[src/rtl/lcd_pkg.sv]
package lcd_pkg;
  // events produced by the scan counters, qualified by a granted transfer
  typedef struct packed {
    logic line_end;
    logic frame_end;
  } scan_evt_t;

  typedef enum logic [1:0] {
    VS_STOP   = 2'd0,
    VS_RUN    = 2'd1,
    VS_FROZEN = 2'd2
  } vid_state_e;
endpackage

[src/rtl/lcd_geom_decode.sv]
module lcd_geom_decode #(
  parameter int W_W = 12,
  parameter int H_W = 11
) (
  input  logic [W_W-1:0] width_i,
  input  logic [H_W-1:0] height_i,
  input  logic           color8_i,
  input  logic           split_i,
  output logic [W_W-1:0] hcnt_o,
  output logic [H_W-1:0] lcnt_o
);
  localparam int EXT_W = W_W + 2;

  logic [EXT_W-1:0] rgb_words;
  logic [W_W-1:0]   nib_words;
  logic [H_W-1:0]   rows;

  // 8-bit colour on a single panel carries three subpixels per pixel
  assign rgb_words = EXT_W'(width_i >> 3) * EXT_W'(3);
  assign nib_words = width_i >> 2;
  assign rows      = split_i ? (height_i >> 1) : height_i;

  always_comb begin
    if (color8_i && !split_i) hcnt_o = rgb_words[W_W-1:0] - W_W'(1);
    else                      hcnt_o = nib_words - W_W'(1);
    lcnt_o = rows - H_W'(1);
  end
endmodule

[src/rtl/lcd_scan_ctr.sv]
module lcd_scan_ctr
  import lcd_pkg::*;
#(
  parameter int W_W = 12,
  parameter int H_W = 11
) (
  input  logic           clk_i,
  input  logic           rst_ni,
  input  logic           run_i,
  input  logic           xfer_i,
  input  logic [W_W-1:0] hcnt_i,
  input  logic [H_W-1:0] lcnt_i,
  output scan_evt_t      evt_o,
  output logic           line_pulse_o,
  output logic           frame_pulse_o
);
  logic [W_W-1:0] x_q;
  logic [H_W-1:0] y_q;
  logic           x_last, y_last;

  assign x_last          = (x_q == hcnt_i);
  assign y_last          = (y_q == lcnt_i);
  assign evt_o.line_end  = xfer_i && x_last;
  assign evt_o.frame_end = xfer_i && x_last && y_last;

  always_ff @(posedge clk_i or negedge rst_ni) begin
    if (!rst_ni) begin
      x_q <= '0;
      y_q <= '0;
    end else if (!run_i) begin
      x_q <= '0;
      y_q <= '0;
    end else if (xfer_i) begin
      if (x_last) begin
        x_q <= '0;
        y_q <= y_last ? '0 : y_q + H_W'(1);
      end else begin
        x_q <= x_q + W_W'(1);
      end
    end
  end

  always_ff @(posedge clk_i or negedge rst_ni) begin
    if (!rst_ni) begin
      line_pulse_o  <= 1'b0;
      frame_pulse_o <= 1'b0;
    end else begin
      line_pulse_o  <= evt_o.line_end;
      frame_pulse_o <= evt_o.frame_end;
    end
  end
endmodule

[src/rtl/lcd_fetch_addr.sv]
module lcd_fetch_addr #(
  parameter int AW = 20
) (
  input  logic          clk_i,
  input  logic          rst_ni,
  input  logic          run_i,
  input  logic          xfer_i,
  input  logic          frame_end_i,
  input  logic [AW-1:0] start_addr_i,
  input  logic [AW-1:0] end_addr_i,
  output logic [AW-1:0] addr_o
);
  always_ff @(posedge clk_i or negedge rst_ni) begin
    if (!rst_ni)                    addr_o <= '0;
    else if (!run_i || frame_end_i) addr_o <= start_addr_i;
    else if (xfer_i && addr_o != end_addr_i) addr_o <= addr_o + AW'(1);
  end
endmodule

[src/rtl/lcd_run_ctrl.sv]
module lcd_run_ctrl
  import lcd_pkg::*;
(
  input  logic      clk_i,
  input  logic      rst_ni,
  input  logic      video_en_i,
  input  logic      disp_on_i,
  input  logic      freeze_i,
  input  logic      df_mode_i,
  input  scan_evt_t evt_i,
  output logic      run_o,
  output logic      frozen_o,
  output logic      df_o
);
  vid_state_e st_q, st_d;

  always_comb begin
    st_d = st_q;
    unique case (st_q)
      VS_STOP:   if (video_en_i && disp_on_i) st_d = VS_RUN;
      VS_RUN:    if (!(video_en_i && disp_on_i)) st_d = VS_STOP;
                 else if (evt_i.frame_end && freeze_i) st_d = VS_FROZEN;
      VS_FROZEN: if (!video_en_i) st_d = VS_STOP;
      default:   st_d = VS_STOP;
    endcase
  end

  always_ff @(posedge clk_i or negedge rst_ni) begin
    if (!rst_ni) st_q <= VS_STOP;
    else         st_q <= st_d;
  end

  // run follows the controls combinationally so a stop takes effect at once
  assign frozen_o = (st_q == VS_FROZEN);
  assign run_o    = video_en_i && disp_on_i && !frozen_o;

  always_ff @(posedge clk_i or negedge rst_ni) begin
    if (!rst_ni) df_o <= 1'b0;
    else if (df_mode_i ? evt_i.line_end : evt_i.frame_end) df_o <= ~df_o;
  end
endmodule

[src/rtl/lcd_refresh_ctrl.sv]
module lcd_refresh_ctrl
  import lcd_pkg::*;
#(
  parameter int AW  = 20,
  parameter int W_W = 12,
  parameter int H_W = 11
) (
  input  logic           clk_i,
  input  logic           rst_ni,
  input  logic [AW-1:0]  start_addr_i,
  input  logic [AW-1:0]  end_addr_i,
  input  logic [W_W-1:0] width_i,
  input  logic [H_W-1:0] height_i,
  input  logic           color8_i,
  input  logic           split_i,
  input  logic           video_en_i,
  input  logic           disp_on_i,
  input  logic           freeze_i,
  input  logic           invert_i,
  input  logic           df_mode_i,
  input  logic           fetch_gnt_i,
  input  logic [3:0]     pix_data_i,
  output logic [W_W-1:0] hcnt_o,
  output logic [H_W-1:0] lcnt_o,
  output logic           fetch_req_o,
  output logic [AW-1:0]  fetch_addr_o,
  output logic           line_pulse_o,
  output logic           frame_pulse_o,
  output logic           df_o,
  output logic           frame_done_o,
  output logic [3:0]     pix_data_o
);
  logic      run, xfer;
  scan_evt_t evt;

  lcd_geom_decode #(.W_W(W_W), .H_W(H_W)) u_geom (
    .width_i (width_i),
    .height_i(height_i),
    .color8_i(color8_i),
    .split_i (split_i),
    .hcnt_o  (hcnt_o),
    .lcnt_o  (lcnt_o)
  );

  lcd_run_ctrl u_run (
    .clk_i     (clk_i),
    .rst_ni    (rst_ni),
    .video_en_i(video_en_i),
    .disp_on_i (disp_on_i),
    .freeze_i  (freeze_i),
    .df_mode_i (df_mode_i),
    .evt_i     (evt),
    .run_o     (run),
    .frozen_o  (frame_done_o),
    .df_o      (df_o)
  );

  assign xfer = run && fetch_gnt_i;

  lcd_scan_ctr #(.W_W(W_W), .H_W(H_W)) u_scan (
    .clk_i        (clk_i),
    .rst_ni       (rst_ni),
    .run_i        (run),
    .xfer_i       (xfer),
    .hcnt_i       (hcnt_o),
    .lcnt_i       (lcnt_o),
    .evt_o        (evt),
    .line_pulse_o (line_pulse_o),
    .frame_pulse_o(frame_pulse_o)
  );

  lcd_fetch_addr #(.AW(AW)) u_addr (
    .clk_i       (clk_i),
    .rst_ni      (rst_ni),
    .run_i       (run),
    .xfer_i      (xfer),
    .frame_end_i (evt.frame_end),
    .start_addr_i(start_addr_i),
    .end_addr_i  (end_addr_i),
    .addr_o      (fetch_addr_o)
  );

  assign fetch_req_o = run;
  assign pix_data_o  = run ? (invert_i ? ~pix_data_i : pix_data_i) : 4'h0;
endmodule

[config.mk]
export PLATFORM = sky130hd
export DESIGN_NAME = lcd_refresh_ctrl
export DESIGN_NICKNAME = d
export VERILOG_FILES = /design/src/rtl/lcd_pkg.sv /design/src/rtl/lcd_geom_decode.sv /design/src/rtl/lcd_scan_ctr.sv /design/src/rtl/lcd_fetch_addr.sv /design/src/rtl/lcd_run_ctrl.sv /design/src/rtl/lcd_refresh_ctrl.sv
export SDC_FILE = /design/constraint.sdc
export NUM_CORES = 1
export LEC_CHECK = 0
export BUFFER_PORTS_ARGS = -buffer_cell sky130_fd_sc_hd__buf_4
export CAP_MARGIN = 25
export CORE_MARGIN = 5
export CORE_UTILIZATION = 48
export CTS_BUF_LIST = sky130_fd_sc_hd__clkbuf_16
export DETAILED_ROUTE_END_ITERATION = 8
export PLACE_DENSITY = 0.73
export SETUP_SLACK_MARGIN = 0.15
export SKIP_CTS_REPAIR_TIMING = 1
export SLEW_MARGIN = 20
export SYNTH_ARGS = -nofsm -noshare
export SYNTH_HDL_FRONTEND = slang
export SYNTH_SLANG_ARGS = --single-unit
[constraint.sdc]
create_clock -name clk_i -period 11.42 [get_ports clk_i]
set_input_delay 2.284 -clock clk_i [delete_from_list [all_inputs] [get_ports clk_i]]
set_output_delay 2.284 -clock clk_i [all_outputs]
set_load 0.02 [all_outputs]
==> summary.md, run 1 <==
| Metric | Value |
|---|---|
| Worst reg2reg path endpoint | u_addr.addr_o[6]$_DFFE_PN0P_ |
| Measured slew at the worst slew-check pin | 0.762 ns |
| Antenna violations before repair | 0 |
| Cell taking the most area after synthesis | dfrtp_1 |
| NetSw | approximately 0.19 mW |
| Critical path type | input pin to output port |
| DR vias/cell | approximately 5.6 |
| Yosys reg bits | between 40 and 50 |
| Reg-to-reg startpoint | u_scan.x_q[1]$_DFFE_PN0P_ |
| Initial DRT Pass Iterations | 5 |
| Highest Clock Rate | about 0.13 GHz |
| Final min period | 7.47 ns |
| Final period util | 0.654 |
| Initial core utilization | 0.484 |
| Ys flop type | dfrtp_1 |
| Grt ovf | 0 |
| Setup violation total in the final timing report | 0 |
| Clock Power Share | 0.264 |
| Data required, critical path | about 9 ns |
| Setup crit end kind | output port |
| Fill cell count | 978 |
| Final setup TNS | 0 ns |
| Proportion of netlist area held by the largest area contributor | 0.232 |
| Warnings from Yosys | 0 |
| Die X | about 110 um |
| Pwr Density | 85.5 nW/um2 |
| Clk root buf | clkbuf_16 |
| Layout Cells excl Fill | 845 |
| Count of final hold-check violations | 0 |
| DP HPWL | ~11000 um |
| Vias | approximately 4700 |
| Cell variety after synth | a little under 90 |
| Area of all sequential standard cells | approximately 1200 um2 |
| First-pass GRT wire length | ~22000 um |
| Synth area leaders | dfrtp_1 23%, xnor2_1 9.3%, ha_1 6.8% |
| Hold Path Stages | 1 |
| Ports | 129 |
| Placed Cells | around 840 |
| Port Buf Inserts | around 130 |
| R2r setup slk | around 7.9 ns |
| WP data arrival | between 5 and 6 ns |
| Mapped Cells | between 500 and 600 |
| Antenna viol nets, final | 0 |
| Worst-Skew Late Latency | approximately 0.28 ns |
| Result of the run | finished, final reports clean |
| Nets | between 800 and 900 |
| CTS Buf Count | 5 |
| Wire length per cell | 15.7 um |
| Seq pwr share | 0.350 |
| Hold WS | 0.476 ns |
| Die area | roughly 13000 um2 |
| Netlist Area Pre-Place | 5180 um2 |
| Number of global-route vias before repair | ~4700 |
| Async SR Flop Fraction | 1.00 |
| Area growth from synthesis to layout | 22.0% |
| Largest net degree at the start of global routing | 49 |
| Reg clk slew, reported paths | 0.07 ns |
| Post-synthesis sequential area ratio | 0.232 |
| Hold Startpoint | u_run.df_o$_DFFE_PN0P_ |
| Area of the multi-input gates | about 3700 um2 |
| Hold Crit Class | flop to flop |
| Share of layout cells above drive strength 1 | 0.252 |
| Mapped Nets | around 700 |
| CTS tree | built |
| Int Power | ~0.35 mW |
| Peak VDD IR | about 0.053 mV |
| Core Region | 10700 um2 |
| Final Slew Violations | 0 |
| Initial DRC Count | approximately 290 |
| Post-layout power | approximately 0.54 mW |
| # rows | 38 |
| Worst relative slew slack | 0.486 |
| Combinational Power Share | 0.386 |
| Max cap viols | 0 |
| CP Max Fanout | 9 |
| CTS Buffer Depth | 2 |
| Final clock skew | 0.00475 ns |
| GRT Total Usage | 0.202 |
| Setup crit start kind | input pin |
| Routability Congestion | about 0.88 |
| Design area | 6320 um2 |
| H-tree depth | 2 |
| Die Ht | between 100 and 150 um |
| Sw frac | 0.347 |
| Hold EP | u_run.df_o$_DFFE_PN0P_ |
| Reg2reg path depth | 11 |
| Placed cell area | 6180 um2 |
| Mean post-synth cell area | ~8.7 um2 |
| Number of remaining DRC errors | 0 |
| CTS sink count | 48 |
| Antenna cells | 0 |
| Count of flip-flops with a built-in enable after synthesis | 0 |
| Lkg Pwr | 2.84 nW |
| Unrepaired setup endpoints after global routing | false |
| Drt total wl | between 10000 and 15000 um |
-- per-layer routing --
layer	vias up	share of wire	global-route usage
met1	2272	0.42	0.260
li1	2331	-	-
met5	-	0	0
met3	17	0.042	0.0244
met2	122	0.52	0.360
met4	0	0.018	0.0499
-- cells by family (layout without fill, tap and decap cells) --
| group | count (synthesis) | in the layout | synth area share |
|---|---|---|---|
| buffers and inverters | 59 | 172 | 0.0558 |
| flip-flops | 48 | 48 | 0.232 |
| AND/OR/NAND/NOR | 239 | 239 | 0.264 |
| adder cells (fa/ha/maj) | 29 | 29 | 0.0715 |
| multiplexers | 28 | 28 | 0.0589 |
| AO/OA/AOI/OAI | 96 | 96 | 0.150 |
| XOR/XNOR | 93 | 93 | 0.169 |
-- area by class of cell --
cell class / count / area share
Clock buffer: 5 / 0.0198
Clock inverter: 3 / 0.00238
Inverter: 35 / 0.0208
Multi-Input combinational cell: 485 / 0.585
Sequential cell: 48 / 0.190
Tap cell: 140 / 0.0277
Timing Repair Buffer: 129 / 0.154
-- critical path, stage by stage --
cell,delay [ns]
buf_4,0.12
inv_1,0.18
ha_1,0.28
a211o_1,0.39
a41o_4,0.33
a221oi_4,0.44
o21ai_2,0.13
o31a_1,0.32
or2_1,0.27
o21ai_0,0.24
buf_4,0.19
-- synthesized netlist by cell type (10+ instances only) --
cell and n:
a21oi_1 10, nand3_1 21, nor2_1 55, clkbuf_1 10, ha_1 28, inv_1 35, nand4_1 14, nor3_1 10
mux2_1 19, dfrtp_1 48, xnor2_1 55, xor2_1 32, o21ai_0 12, nand2_1 50
-- flip-flops by register name (all words and copies together), names as in the netlist --
signal and flops:
u_addr.addr_o 20, u_scan.y_q 11, u_scan.frame_pulse_o 1, u_run.df_o 1
u_run.st_q 2, u_scan.line_pulse_o 1, u_scan.x_q 12
-- cell usage in the layout, fill, tap and decap left out, types with 12 or more instances in the layout --
cell type and n:
buf_4 128, mux2_1 19, inv_1 36, xor2_1 32, nor2_1 55, nand4_1 14, xnor2_1 55, dfrtp_1 48
o21ai_0 12, nand2_1 50, ha_1 28, nand3_1 21
-- metrics by stage --
stage,utilization,setup slack [ns]
after global routing,0.591,3.81
final,0.591,3.95
after global placement,0.576,4.05
after floorplan,-,4.29
after detailed placement,0.577,3.99
after CTS,0.591,3.97
-- worst max-delay path by stage --
stage	from	end	slack [ns]	cells after the start
detailed placement	width_i[5]	hcnt_o[10]	3.99	11
finish	width_i[5]	hcnt_o[10]	3.95	11
global placement	width_i[5]	hcnt_o[10]	4.05	11
floorplan	split_i	lcnt_o[10]	4.29	7
global route	width_i[5]	hcnt_o[10]	3.81	11
CTS	width_i[5]	hcnt_o[10]	3.97	11
-- power by group through the flow --
stage	Sequential, mW	Clock, mW	Combinational [mW]
after global routing	0.190	0.153	0.227
after CTS	0.189	0.145	0.209
after detailed placement	0.192	0	0.208
final	0.189	0.143	0.208
after global placement	0.192	0	0.202
after floorplan	0.197	0	0.128
(Power assumes the default switching activity.)
==> run 2, diff against run 1 <==
Clock period 11.42 ns to 7.3 ns, I/O delays scaled along.
==> run 2 against run 1 <==
Against the previous run: non-clock buffer count unchanged; critical path depth unchanged; routed wire length down 0.15%; hold slack better by 0.0050 ns; combinational power up 57%; largest cell class unchanged; via count up 0.27%; critical path type unchanged; design area up 0.44%; global-route usage down 0.47 points.
==> summary.md, run 2 (synthesized netlist as in run 1, its figures left out) <==
| Metric | Value |
|---|---|
| Result of the run | finished, final reports clean |
| CTS Buffer Depth | 2 |
| Hold Startpoint | u_run.df_o$_DFFE_PN0P_ |
| Number of remaining DRC errors | 0 |
| Hold Crit Class | flop to flop |
| Die Ht | roughly 110 um |
| GRT Total Usage | 0.197 |
| Worst reg2reg path endpoint | u_addr.addr_o[6]$_DFFE_PN0P_ |
| Max reg flops | 20 |
| Worst relative slew slack | 0.479 |
| Vias | 4755 |
| Most frequent cells in the layout | 128 x buf_4, 55 x nor2_1, 55 x xnor2_1 |
| WP data arrival | 4.30 ns |
| Unrepaired setup endpoints after global routing | false |
| # rows | 38 |
| DR vias/cell | approximately 5.6 |
| Antenna violations before repair | 0 |
| CTS sink count | 48 |
| Final min period | 5.76 ns |
| R2r setup slk | between 3 and 4 ns |
| Max cap viols | 0 |
| Top Registers | u_addr.addr_o: 20 flops, u_scan.x_q: 12 flops, u_scan.y_q: 11 flops |
| Area of the multi-input gates | about 3700 um2 |
| Most common cell after layout, fill and taps aside | buf_4 |
| Number of global-route vias before repair | approximately 4600 |
| Core Region | approximately 11000 um2 |
| Data required, critical path | 5.84 ns |
| Final period util | 0.789 |
| Largest Register | u_addr.addr_o |
| First-pass GRT wire length | approximately 22000 um |
| Peak VDD IR | 0.0891 mV |
| Measured slew at the worst slew-check pin | around 0.77 ns |
| Area of all sequential standard cells | 1200 um2 |
| Setup crit start kind | input pin |
| Count of final hold-check violations | 0 |
| CP Max Fanout | 9 |
| Routability Congestion | between 0.8 and 0.9 |
| Antenna cells | 0 |
| Antenna viol nets, final | 0 |
| Reg clk slew, reported paths | 0.06 ns |
| CTS tree | built |
| Hold EP | u_run.df_o$_DFFE_PN0P_ |
| Hold Path Stages | 1 |
| Worst-Skew Late Latency | 0.29 ns |
| Die area | 13000 um2 |
| DP HPWL | approximately 11000 um |
| Highest Clock Rate | between 0.15 and 0.2 GHz |
| Drt total wl | about 13000 um |
| Initial core utilization | 0.484 |
| Ports | roughly 130 |
| Final setup TNS | 0 ns |
| Pwr Density | approximately 140 nW/um2 |
| Setup violation total in the final timing report | 0 |
| Wire length per cell | 15.7 um |
| CTS Buf Count | 5 |
| Crit path from | width_i[5] |
| Initial DRC Count | between 200 and 300 |
| Fill cell count | approximately 960 |
| Die X | around 110 um |
| Clk root buf | clkbuf_16 |
| Setup crit end kind | output port |
| Lkg Pwr | 2.85 nW |
| Reg-to-reg startpoint | u_scan.x_q[1]$_DFFE_PN0P_ |
| Nets | 810 |
| Final clock skew | roughly 0.0026 ns |
| Grt ovf | 0 |
| Final Slew Violations | 0 |
| Post-layout power | 0.881 mW |
| Port Buf Inserts | between 100 and 150 |
| Core Util, Final | 0.593 |
| Largest net degree at the start of global routing | 49 |
| Initial DRT Pass Iterations | 5 |
| H-tree depth | 2 |
| Share of layout cells above drive strength 1 | 0.255 |
| Area growth from synthesis to layout | 22.5% |
| Reg2reg path depth | 11 |
| Critical path type | input pin to output port |
run 2: cell types whose count changed in the layout (fill, tap and decap cells not counted), sizes merged:
cell	change
bufinv	+1
inv	-1
run 2: critical path, stage by stage:
cell and delay, ns:
buf_4 0.12, inv_1 0.17, ha_1 0.28, a211o_1 0.39, a41o_4 0.33, a221oi_4 0.43, o21ai_2 0.13, nor4_1 0.45
or2_1 0.24, o21ai_0 0.10, buf_4 0.21
run 2: worst max path at each step:
stage	endpoint	slack [ns]	cells past startpoint
after floorplan	lcnt_o[10]	1.81	7
after global placement	u_addr.addr_o[4]$_DFFE_PN0P_	1.47	13
after detailed placement	u_addr.addr_o[6]$_DFFE_PN0P_	1.54	14
after CTS	hcnt_o[10]	1.59	11
after global routing	hcnt_o[10]	1.41	12
final	hcnt_o[10]	1.54	11
run 2: where the power goes:
part           leakage, nW  switching [mW]  internal [mW]
registers            0.623          0.0189          0.277
clock network       0.0798          0.0989          0.161
logic                 2.15           0.175          0.151
total                 2.85           0.293          0.588
run 2: area by class of cell:
cell class / count / share of cell area
clock buffer: 5 / 0.0197
inverter: 35 / 0.0207
sequential: 48 / 0.189
clock inverter: 3 / 0.00670
timing repair buffer: 129 / 0.154
tap: 140 / 0.0276
multi-input combinational: 485 / 0.582
run 2: per-stage QoR:
step	std cells	setup slack [ns]	instance area (um2)	hold slack (ns)
2_1_floorplan	592	1.81	5180	0.531
3_3_place_gp	836	1.47	6160	0.464
3_5_place_dp	837	1.54	6180	0.477
4_1_cts	845	1.59	6340	0.485
5_1_grt	845	1.41	6340	0.503
6_report	845	1.54	6340	0.481
run 2: metal layers:
metal  track usage  share of wire  vias to the layer above  routed length (um)
met3        0.0212          0.047                       23                 622
met4        0.0594          0.020                        0                 269
met1         0.251           0.41                     2289                5510
met2         0.352           0.52                      113                6880
met5             0              0                        -                   0
li1              -              -                     2330                   -
